`src/rtl/gpio_bank_pkg.sv`:
```
// Shared constants and byte-map arithmetic for the GPIO bank.
// Assumes: registers are packed in the order mode, input, output, set/clear,
// each rounded up to whole bytes.
package gpio_bank_pkg;

    typedef enum logic [1:0] {
        PM_INPUT     = 2'b00,
        PM_PUSHPULL  = 2'b01,
        PM_OPENDRAIN = 2'b10,
        PM_ALT       = 2'b11
    } pin_mode_e;

    localparam logic [1:0] SC_SET   = 2'b01;
    localparam logic [1:0] SC_CLEAR = 2'b10;

    function automatic int mode_bytes(input int n);
        return (2 * n + 7) / 8;
    endfunction

    function automatic int bit_bytes(input int n);
        return (n + 7) / 8;
    endfunction

    function automatic int in_offset(input int n);
        return mode_bytes(n);
    endfunction

    function automatic int out_offset(input int n);
        return mode_bytes(n) + bit_bytes(n);
    endfunction

    function automatic int sc_offset(input int n);
        return out_offset(n) + bit_bytes(n);
    endfunction

    function automatic int map_end(input int n);
        return sc_offset(n) + mode_bytes(n);
    endfunction

endpackage

```
`src/rtl/gpio_bank_sync.sv`:
```
// Multi-stage synchronizer for the raw pin levels.
// Assumes: STAGES >= 1; all stages clear to 0 on reset.
module gpio_bank_sync #(
    parameter int NPINS  = 8,
    parameter int STAGES = 2
) (
    input  logic             clk,
    input  logic             rst_n,
    input  logic [NPINS-1:0] raw_in,
    output logic [NPINS-1:0] sync_out
);

    logic [NPINS-1:0] stage_q [STAGES];

    // Shift the pin levels down the chain one stage per clock.
    always_ff @(posedge clk) begin
        if (!rst_n) begin
            for (int s = 0; s < STAGES; s++) stage_q[s] <= '0;
        end else begin
            stage_q[0] <= raw_in;
            for (int s = 1; s < STAGES; s++) stage_q[s] <= stage_q[s-1];
        end
    end

    assign sync_out = stage_q[STAGES-1];

endmodule

```
`src/rtl/gpio_bank_regs.sv`:
```
// Register file and byte decoder of the GPIO bank.
// Holds the mode and output registers. It applies plain writes first and
// set/clear codes second, so set/clear wins on a shared bit. It returns
// read data for every lane of the addressed window.
// Assumes: the bus window is LANES consecutive bytes starting at bus_addr.
module gpio_bank_regs
    import gpio_bank_pkg::*;
#(
    parameter int NPINS  = 8,
    parameter int LANES  = 2,
    parameter int ADDR_W = 3
) (
    input  logic                 clk,
    input  logic                 rst_n,
    input  logic [ADDR_W-1:0]    bus_addr,
    input  logic                 bus_we,
    input  logic [LANES-1:0]     bus_be,
    input  logic [8*LANES-1:0]   bus_wdata,
    output logic [8*LANES-1:0]   bus_rdata,
    input  logic [NPINS-1:0]     in_sync,
    output logic [2*NPINS-1:0]   mode_q,
    output logic [NPINS-1:0]     out_q
);

    localparam int MB      = mode_bytes(NPINS);
    localparam int BB      = bit_bytes(NPINS);
    localparam int IN_OFF  = in_offset(NPINS);
    localparam int OUT_OFF = out_offset(NPINS);
    localparam int SC_OFF  = sc_offset(NPINS);
    localparam int LAW     = ADDR_W + 1;

    logic [8*MB-1:0] mode_pad, mode_nx;
    logic [8*BB-1:0] out_pad, out_nx, in_pad;
    logic [LAW-1:0]  lane_addr [LANES];

    assign mode_pad = {{(8*MB-2*NPINS){1'b0}}, mode_q};
    assign out_pad  = {{(8*BB-NPINS){1'b0}}, out_q};
    assign in_pad   = {{(8*BB-NPINS){1'b0}}, in_sync};

    // Byte address seen by each lane of the window.
    for (genvar k = 0; k < LANES; k++) begin : g_lane
        assign lane_addr[k] = {1'b0, bus_addr} + LAW'(k);
    end

    // Next register values: plain writes, then set/clear codes on top.
    always_comb begin
        mode_nx = mode_pad;
        out_nx  = out_pad;
        for (int k = 0; k < LANES; k++) begin
            if (bus_we && bus_be[k]) begin
                for (int b = 0; b < MB; b++)
                    if (int'(lane_addr[k]) == b) mode_nx[b*8 +: 8] = bus_wdata[k*8 +: 8];
                for (int b = 0; b < BB; b++)
                    if (int'(lane_addr[k]) == OUT_OFF + b) out_nx[b*8 +: 8] = bus_wdata[k*8 +: 8];
            end
        end
        for (int k = 0; k < LANES; k++) begin
            if (bus_we && bus_be[k]) begin
                for (int b = 0; b < MB; b++) begin
                    if (int'(lane_addr[k]) == SC_OFF + b) begin
                        for (int f = 0; f < 4; f++) begin
                            if (bus_wdata[k*8 + 2*f +: 2] == SC_SET)   out_nx[b*4 + f] = 1'b1;
                            if (bus_wdata[k*8 + 2*f +: 2] == SC_CLEAR) out_nx[b*4 + f] = 1'b0;
                        end
                    end
                end
            end
        end
    end

    // Register update with synchronous active-low reset.
    always_ff @(posedge clk) begin
        if (!rst_n) begin
            mode_q <= '0;
            out_q  <= '0;
        end else begin
            mode_q <= mode_nx[2*NPINS-1:0];
            out_q  <= out_nx[NPINS-1:0];
        end
    end

    // Read mux: each lane returns its byte, or zero for write-only or unmapped.
    always_comb begin
        bus_rdata = '0;
        for (int k = 0; k < LANES; k++) begin
            for (int b = 0; b < MB; b++)
                if (int'(lane_addr[k]) == b) bus_rdata[k*8 +: 8] = mode_pad[b*8 +: 8];
            for (int b = 0; b < BB; b++) begin
                if (int'(lane_addr[k]) == IN_OFF + b)  bus_rdata[k*8 +: 8] = in_pad[b*8 +: 8];
                if (int'(lane_addr[k]) == OUT_OFF + b) bus_rdata[k*8 +: 8] = out_pad[b*8 +: 8];
            end
        end
    end

endmodule

```
`src/rtl/gpio_bank_padmux.sv`:
```
// Per-pin drive selection from the mode field.
// Assumes: mode encodings as in gpio_bank_pkg::pin_mode_e.
module gpio_bank_padmux
    import gpio_bank_pkg::*;
#(
    parameter int NPINS = 8
) (
    input  logic [2*NPINS-1:0] mode_q,
    input  logic [NPINS-1:0]   out_q,
    input  logic [NPINS-1:0]   alt_out,
    input  logic [NPINS-1:0]   alt_oe,
    output logic [NPINS-1:0]   pin_out,
    output logic [NPINS-1:0]   pin_oe
);

    for (genvar i = 0; i < NPINS; i++) begin : g_pin
        pin_mode_e mode;
        assign mode = pin_mode_e'(mode_q[2*i +: 2]);

        // Choose value and enable for this pin.
        always_comb begin
            unique case (mode)
                PM_INPUT:     begin pin_out[i] = 1'b0;       pin_oe[i] = 1'b0;      end
                PM_PUSHPULL:  begin pin_out[i] = out_q[i];   pin_oe[i] = 1'b1;      end
                PM_OPENDRAIN: begin pin_out[i] = 1'b0;       pin_oe[i] = ~out_q[i]; end
                default:      begin pin_out[i] = alt_out[i]; pin_oe[i] = alt_oe[i]; end
            endcase
        end
    end

endmodule

```
`src/rtl/gpio_bank.sv`:
```
// GPIO bank top: synchronizer, register file and pin drive mux.
// Assumes: single clock domain; pin_in is asynchronous to clk.
module gpio_bank #(
    parameter int NPINS       = 8,
    parameter int SYNC_STAGES = 2,
    parameter int LANES       = 2,
    parameter int ADDR_W      = 3
) (
    input  logic               clk,
    input  logic               rst_n,
    input  logic [ADDR_W-1:0]  bus_addr,
    input  logic               bus_we,
    input  logic [LANES-1:0]   bus_be,
    input  logic [8*LANES-1:0] bus_wdata,
    output logic [8*LANES-1:0] bus_rdata,
    input  logic [NPINS-1:0]   pin_in,
    input  logic [NPINS-1:0]   alt_out,
    input  logic [NPINS-1:0]   alt_oe,
    output logic [NPINS-1:0]   pin_out,
    output logic [NPINS-1:0]   pin_oe
);

    logic [NPINS-1:0]   in_sync;
    logic [2*NPINS-1:0] mode_q;
    logic [NPINS-1:0]   out_q;

    gpio_bank_sync #(.NPINS(NPINS), .STAGES(SYNC_STAGES)) u_sync (
        .clk(clk), .rst_n(rst_n), .raw_in(pin_in), .sync_out(in_sync)
    );

    gpio_bank_regs #(.NPINS(NPINS), .LANES(LANES), .ADDR_W(ADDR_W)) u_regs (
        .clk(clk), .rst_n(rst_n), .bus_addr(bus_addr), .bus_we(bus_we),
        .bus_be(bus_be), .bus_wdata(bus_wdata), .bus_rdata(bus_rdata),
        .in_sync(in_sync), .mode_q(mode_q), .out_q(out_q)
    );

    gpio_bank_padmux #(.NPINS(NPINS)) u_pad (
        .mode_q(mode_q), .out_q(out_q), .alt_out(alt_out), .alt_oe(alt_oe),
        .pin_out(pin_out), .pin_oe(pin_oe)
    );

endmodule

```
`config.mk`:
```
export PLATFORM = sky130hd
export DESIGN_NAME = gpio_bank
export DESIGN_NICKNAME = d
export VERILOG_FILES = /design/src/rtl/gpio_bank_pkg.sv /design/src/rtl/gpio_bank_sync.sv /design/src/rtl/gpio_bank_regs.sv /design/src/rtl/gpio_bank_padmux.sv /design/src/rtl/gpio_bank.sv
export SDC_FILE = /design/constraint.sdc
export NUM_CORES = 1
export LEC_CHECK = 0
export BUFFER_PORTS_ARGS = -buffer_cell sky130_fd_sc_hd__buf_2
export CORE_MARGIN = 1
export CORE_UTILIZATION = 48
export CTS_CLUSTER_DIAMETER = 30
export CTS_CLUSTER_SIZE = 12
export DETAILED_ROUTE_END_ITERATION = 12
export GPL_TIMING_DRIVEN = 0
export PLACE_DENSITY = 0.87
export SLEW_MARGIN = 30
export SYNTH_ARGS = -nofsm -noshare
export SYNTH_HDL_FRONTEND = slang
export SYNTH_HIERARCHICAL = 1
export SYNTH_SLANG_ARGS = --single-unit
```
`constraint.sdc`:
```
create_clock -name clk -period 2.3 [get_ports clk]
set_clock_uncertainty 0.1 [all_clocks]
set_input_delay 0.46 -clock clk [delete_from_list [all_inputs] [get_ports clk]]
set_output_delay 0.46 -clock clk [all_outputs]
set_load 0.005 [all_outputs]
```
# == Word level (Yosys, flattened, before mapping) ==
# Memory sizes are Yosys's and may differ from the RTL's.
# Cells that the tools add are included.
# W data, S select, Z words.
# classes
n_mux,76
add_sub_neg,1
div_mod_pow,0
order_cmp,0
multipliers,0
n_eq_ne,42
bitwise,10
shifts,0
n_reduce_logical,20
# op_table
operator,n
$mux W8,20
$mux W1,34
$eq A2 B1 Y1 const B,16
$eq A2 B2 Y1 const B,16
$mux W16,2
$pmux W1 S3,8
$logic_not A2 Y1,8
$mux W4,4
$pmux W1 S2,8
$reduce_or A2 Y1,8
$eq A3 B3 Y1 const B,4
$eq A4 B3 Y1 const B,2
$eq A4 B4 Y1 const B,2
$logic_not A4 Y1,2
$not A1 Y1,8
$add A3 B1 Y4 const B,1
$eq A4 B2 Y1 const B,1
$eq A3 B2 Y1 const B,1
$logic_and A1 B1 Y1,2
$or A1 B1 Y1,2
# word_totals
reg_bits,24
memories,1
inputBits,48
mem_bits_rw,16
latch_bits,0
rom_bits,0
# memory_table
memory,depth,width,read_ports,rd_clocked_by_memory_dff,write_ports,line_no,text
u_sync.stage_q,2,8,2,0,2,gpio_bank_sync.sv:13,logic [NPINS-1:0] stage_q [STAGES];

# == Longest topological paths before layout ==
# logic_depth
ltp_word,13
mapped_depth,10
depth_no_buf,8

# == By module ==
# Netlist, hierarchy kept.
# modules_own_cells
module,area_per_inst_um2,cells_each,n_inst
gpio_bank_regs,2214.6,285,1
gpio_bank_sync,506.7,41,1
gpio_bank_padmux,310.3,40,1

# == Worst setup path before layout ==
# OpenSTA, ideal clock, no wires.
# synth_path
path_kind,input -> register
start,in bus_addr[0]
end,reg u_regs.out_q[3]
slack_ps,-104
cell_stages,9
arrival_ps,2187
cell_sequence,buf_2 -> nand2_1 -> inv_1 -> ha_1 -> nand3b_1 -> nor2_4 -> o211ai_1 -> a22o_1 -> a32o_1
# synth_via
elab_chain_len,13
word_cells_on_any_way,17
classes_between,add/sub (1); eq/ne (4); mux (12)
# synth_rtl
item,line_no,text
start: declaration,gpio_bank.sv:11,"input logic [ADDR_W-1:0] bus_addr,"
branches (longest 12 deep; another with $add A3 B1 Y4),--,
$mux W8 (*),gpio_bank_regs.sv:58,if (bus_we && bus_be[k]) begin
end signal: assignment,gpio_bank_regs.sv:78,out_q <= out_nx[NPINS-1:0];
end: declaration,gpio_bank_regs.sv:22,output logic [NPINS-1:0] out_q
# Every way passes the cells marked *.
# A chain may end at the register's enable or synchronous reset.

# == Worst setup path in the final report ==
# layout_path
start,in bus_addr[0]
end,out bus_rdata[10]
# layout_via
elab_chain_len,6
word_cells_on_any_way,9
classes_between,add/sub (1); eq/ne (3); mux (4); reduce/logical (1)
# layout_rtl
item,line_no,text
$add A3 B1 Y4 (*),gpio_bank_regs.sv:42,"assign lane_addr[k] = {1'b0, bus_addr} + LAW'(k);"
$logic_not A4 Y1,gpio_bank_regs.sv:87,if (int'(lane_addr[k]) == b) bus_rdata[k*8 +: 8] = mode_pad[b*8 +: 8];
$mux W8 (2 in series),gpio_bank_regs.sv:87,
$mux W8,gpio_bank_regs.sv:89,if (int'(lane_addr[k]) == IN_OFF + b) bus_rdata[k*8 +: 8] = in_pad[b*8 +: 8];
$mux W8 (*),gpio_bank_regs.sv:90,if (int'(lane_addr[k]) == OUT_OFF + b) bus_rdata[k*8 +: 8] = out_pad[b*8 +: 8];
end: declaration,gpio_bank.sv:15,"output logic [8*LANES-1:0] bus_rdata,"
# Mark *: on every way between the ends. The rest lies on a longest branch, timed or not.

==> results_dict.tcl <==
set metrics [dict create \
    min-delay-start "pin_in[2]" \
    numCtsBuffers 5 \
    layout.filler_cells 528 \
    grt_pass1_wl_um 15400 \
    timing.fmax_mhz 443 \
    synth_top_flop_cell "dfxtp_1" \
    grt_antenna_before_repair 0 \
    required_ns 1.74 \
    power_per_cell_area_nw_per_um2 484 \
    final_layout_size_suffix_gt1_share_pct 32.2 \
    wl_met2_um 4840 \
    area_growth_syn_to_layout_pct 25.5 \
    grt_setup_unrepaired "true" \
    cts_num_sinks 40 \
    avgRoutedWirePerCell_um 18.7 \
    synth.avg_cell_area_um2 8.28 \
    mappedNetlistNets 416 \
    highest_metal_used "met4" \
    fp.coreArea_um2 5990 \
    dp_hpwl_um 7050 \
    detail_route.iter0.violations 406 \
    ios 80 \
    vdd_drop_max_v 0.000314 \
    number_of_endpoints_with_negative_hold_slack_in_the_final_report 0 \
    run_status "complete, no violations" \
    regToRegStartpoint "u_regs/out_q[4]" \
    cts.hold.buffers_added 0 \
    clk_latency_ns 0.29 \
    min_to "u_sync/stage_q[0][2]" \
    synth_top_area_share_pct 26.4 \
    worst_path_largest_cell_delay_ns 0.27 \
    synth_enable_flop_cells 0 \
    ff2ff_setup_slack_ns 0.74 \
    synth.most_common_cell "nand2_1" \
    fp-row-count 28 \
    start_util_pct 50.6 \
    floorplan.die.width_um 81.5 \
    critPathLaunchType "primary input" \
    met1_length_um 3770 \
    postSynthRegisterBits 40 \
    place.gp.congestion 0.903 \
    critPathSlowestCell "nor3b_4" \
    clock_tree_from_tritoncts "yes" \
    class_of_the_tightest_hold_or_removal_check "primary input to flop" \
    whs_ns 0.281 \
    detailed_route_vias_per_instance 6.35 \
    ys_seq_area_share_pct 26.4 \
    timing.setup.critical_path_class "primary input to primary output" \
    worst_setup_hold_path_clk_slew_ns 0.07 \
    drc 0 \
    clock-root-buffer "clkbuf_8" \
    timing.slew.headroom_pct 48.2 \
    crit_top_cell "buf_12" \
    timing_worst_slew_pin_value_ns 0.772 \
    post_route_ant_nets 0 \
    drt_pre_antenna_iters 7 \
    cap_viol_max_count 0 \
    die_y_um 81.5 \
    diodes 0 \
    netlist_area_pre_place_um2 3030 \
    final_max_slew_viol_count 0 \
    cts_max_path_buffers 2 \
    yosys-top-cells-area "dfxtp_1, mux2i_1, nand2_1" \
    grt_start_max_net_pins 13 \
    critical_path.cell_chain "buf_12 -> nand2_8 -> inv_4 -> ha_4 -> nor3b_4 -> buf_12 -> a22oi_1 -> nor2_1 -> buf_2" \
    gr-usage-all-layers_pct 31.0 \
    synth_async_sr_flop_share_pct 0 \
    yosysWarnings 6 \
    route.final.wire_length_um 9930 \
    power_uw 1840 \
    final_nets 506 \
    post-route-min-period_ns 2.25 \
    io_buffers 75 \
    finalSetupViolations 0 \
    critical_path.startpoint "bus_addr[0]" \
    post_synth_num_cell_types 58 \
    die-area_um2 6640 \
    hold_path_depth 2 \
    clock_tree.htree_level_count 2 \
    worstSetupEndpointType "primary output" \
    cellLeakagePower_uw 0.00182 \
    cp_data_arrival_time_ns 1.69 \
    dr_total_vias 3373 \
    finalCritPeriodShare_pct 98.0 \
    wl_met3_um 1020 \
    gr-total-overflow 0 \
    path_max_fanout 6 \
    r2r-end "u_regs/out_q[4]" \
    first_global_vias 3163 \
    worst_case_reg_to_reg_path_depth 4 \
    synth.cells.most_frequent "nand2_1, mux2i_1, dfxtp_1" \
    yosys.area.top_type "dfxtp_1" \
    post_syn_instances 366 \
]
[layout by cell type (no fill, tap or decap), drive strengths merged, types with 3 or more instances in the layout]
master and count:
nor2b 17, o211ai 3, or3 3, nand3b 9, and2 18, nand2b 3
nor4 3, nand3 15, inv 6, buf 107, nor3 4, dfxtp 40
a22oi 5, o21ai 26, o211a 16, nor2 16, nor3b 8, clkbuf 10
nand2 51, a21oi 4, o21a 6, o22ai 5, mux2i 44, a22o 13
[power breakdown]
group | internal (µW) | switching (µW)
logic | 187 | 220
clock network | 427 | 243
registers | 724 | 41.7
[area by class of cell]
class	count	area [µm²]	area share [%]
Timing Repair Buffer	85	483	12.7
Sequential cell	40	801	21.0
Buffer	27	190	5.00
Inverter	6	25.0	0.658
Clock inverter	2	60.1	1.58
Multi-Input combinational cell	291	2080	54.8
Clock buffer	5	68.8	1.81
Tap cell	75	93.8	2.47
[critical path: cells and delay by family]
kind / cells / cell delay (ns)
buffers and inverters: 4 / 0.43
AOI/OAI and AO/OA: 1 / 0.08
and+or+nand+nor: 3 / 0.46
adders and majority gates: 1 / 0.26
[state kept, by name, summed over array words and instances, names as in the netlist]
register,count
u_regs/mode_q,16
u_regs/out_q,8
u_sync/stage_q,16
[through the flow]
step | setup TNS [ns] | area (µm²) | worst slack, ns | instances | util, %
after floorplan | 0 | 3050 | 0.0208 | 366 | -
after global placement | -10.73 | 3520 | -0.412 | 516 | 58.7
after detailed placement | -11.71 | 3520 | -0.464 | 516 | 58.7
after CTS | 0 | 3780 | 0.0227 | 530 | 63.1
after global routing | -0.0182 | 3800 | -0.0129 | 531 | 63.5
final | 0 | 3800 | 0.0450 | 531 | 63.5
[cells by family (layout without fill, tap and decap cells)]
| kind of cell | after synthesis | in the layout | synth area share (%) |
|---|---|---|---|
| buf+inv | 35 | 125 | 6.40 |
| simple gates | 155 | 155 | 29.7 |
| flops | 40 | 40 | 26.4 |
| compound gates | 90 | 90 | 22.1 |
| fa+ha+maj | 2 | 2 | 0.825 |
| mux | 44 | 44 | 14.5 |
[routing by layer]
layer  GRT usage, %  vias to the layer above
li1               -                     1511
met5              0                        -
met4           13.8                        0
met2           52.8                      228
met3           6.56                       49
met1           37.2                     1585
[worst max-delay path by stage]
| stage | slack [ns] | end | cells past startpoint |
|---|---|---|---|
| final | 0.05 | bus_rdata[10] | 9 |
| after global routing | -0.01 | bus_rdata[14] | 9 |
| after floorplan | 0.02 | u_regs/out_q[3] | 9 |
| after global placement | -0.41 | bus_rdata[7] | 8 |
| after CTS | 0.02 | bus_rdata[11] | 9 |
| after detailed placement | -0.46 | bus_rdata[7] | 8 |
[what timing repair did]
item / in CTS / in global routing
setup endpoints to repair: 26 / 12
pin swaps: 2 / 8
buffers inserted: 8 / 2
resized for setup: 16 / 10
cloned: 1 / 0
No activity file was read; power rests on OpenSTA's default activity.
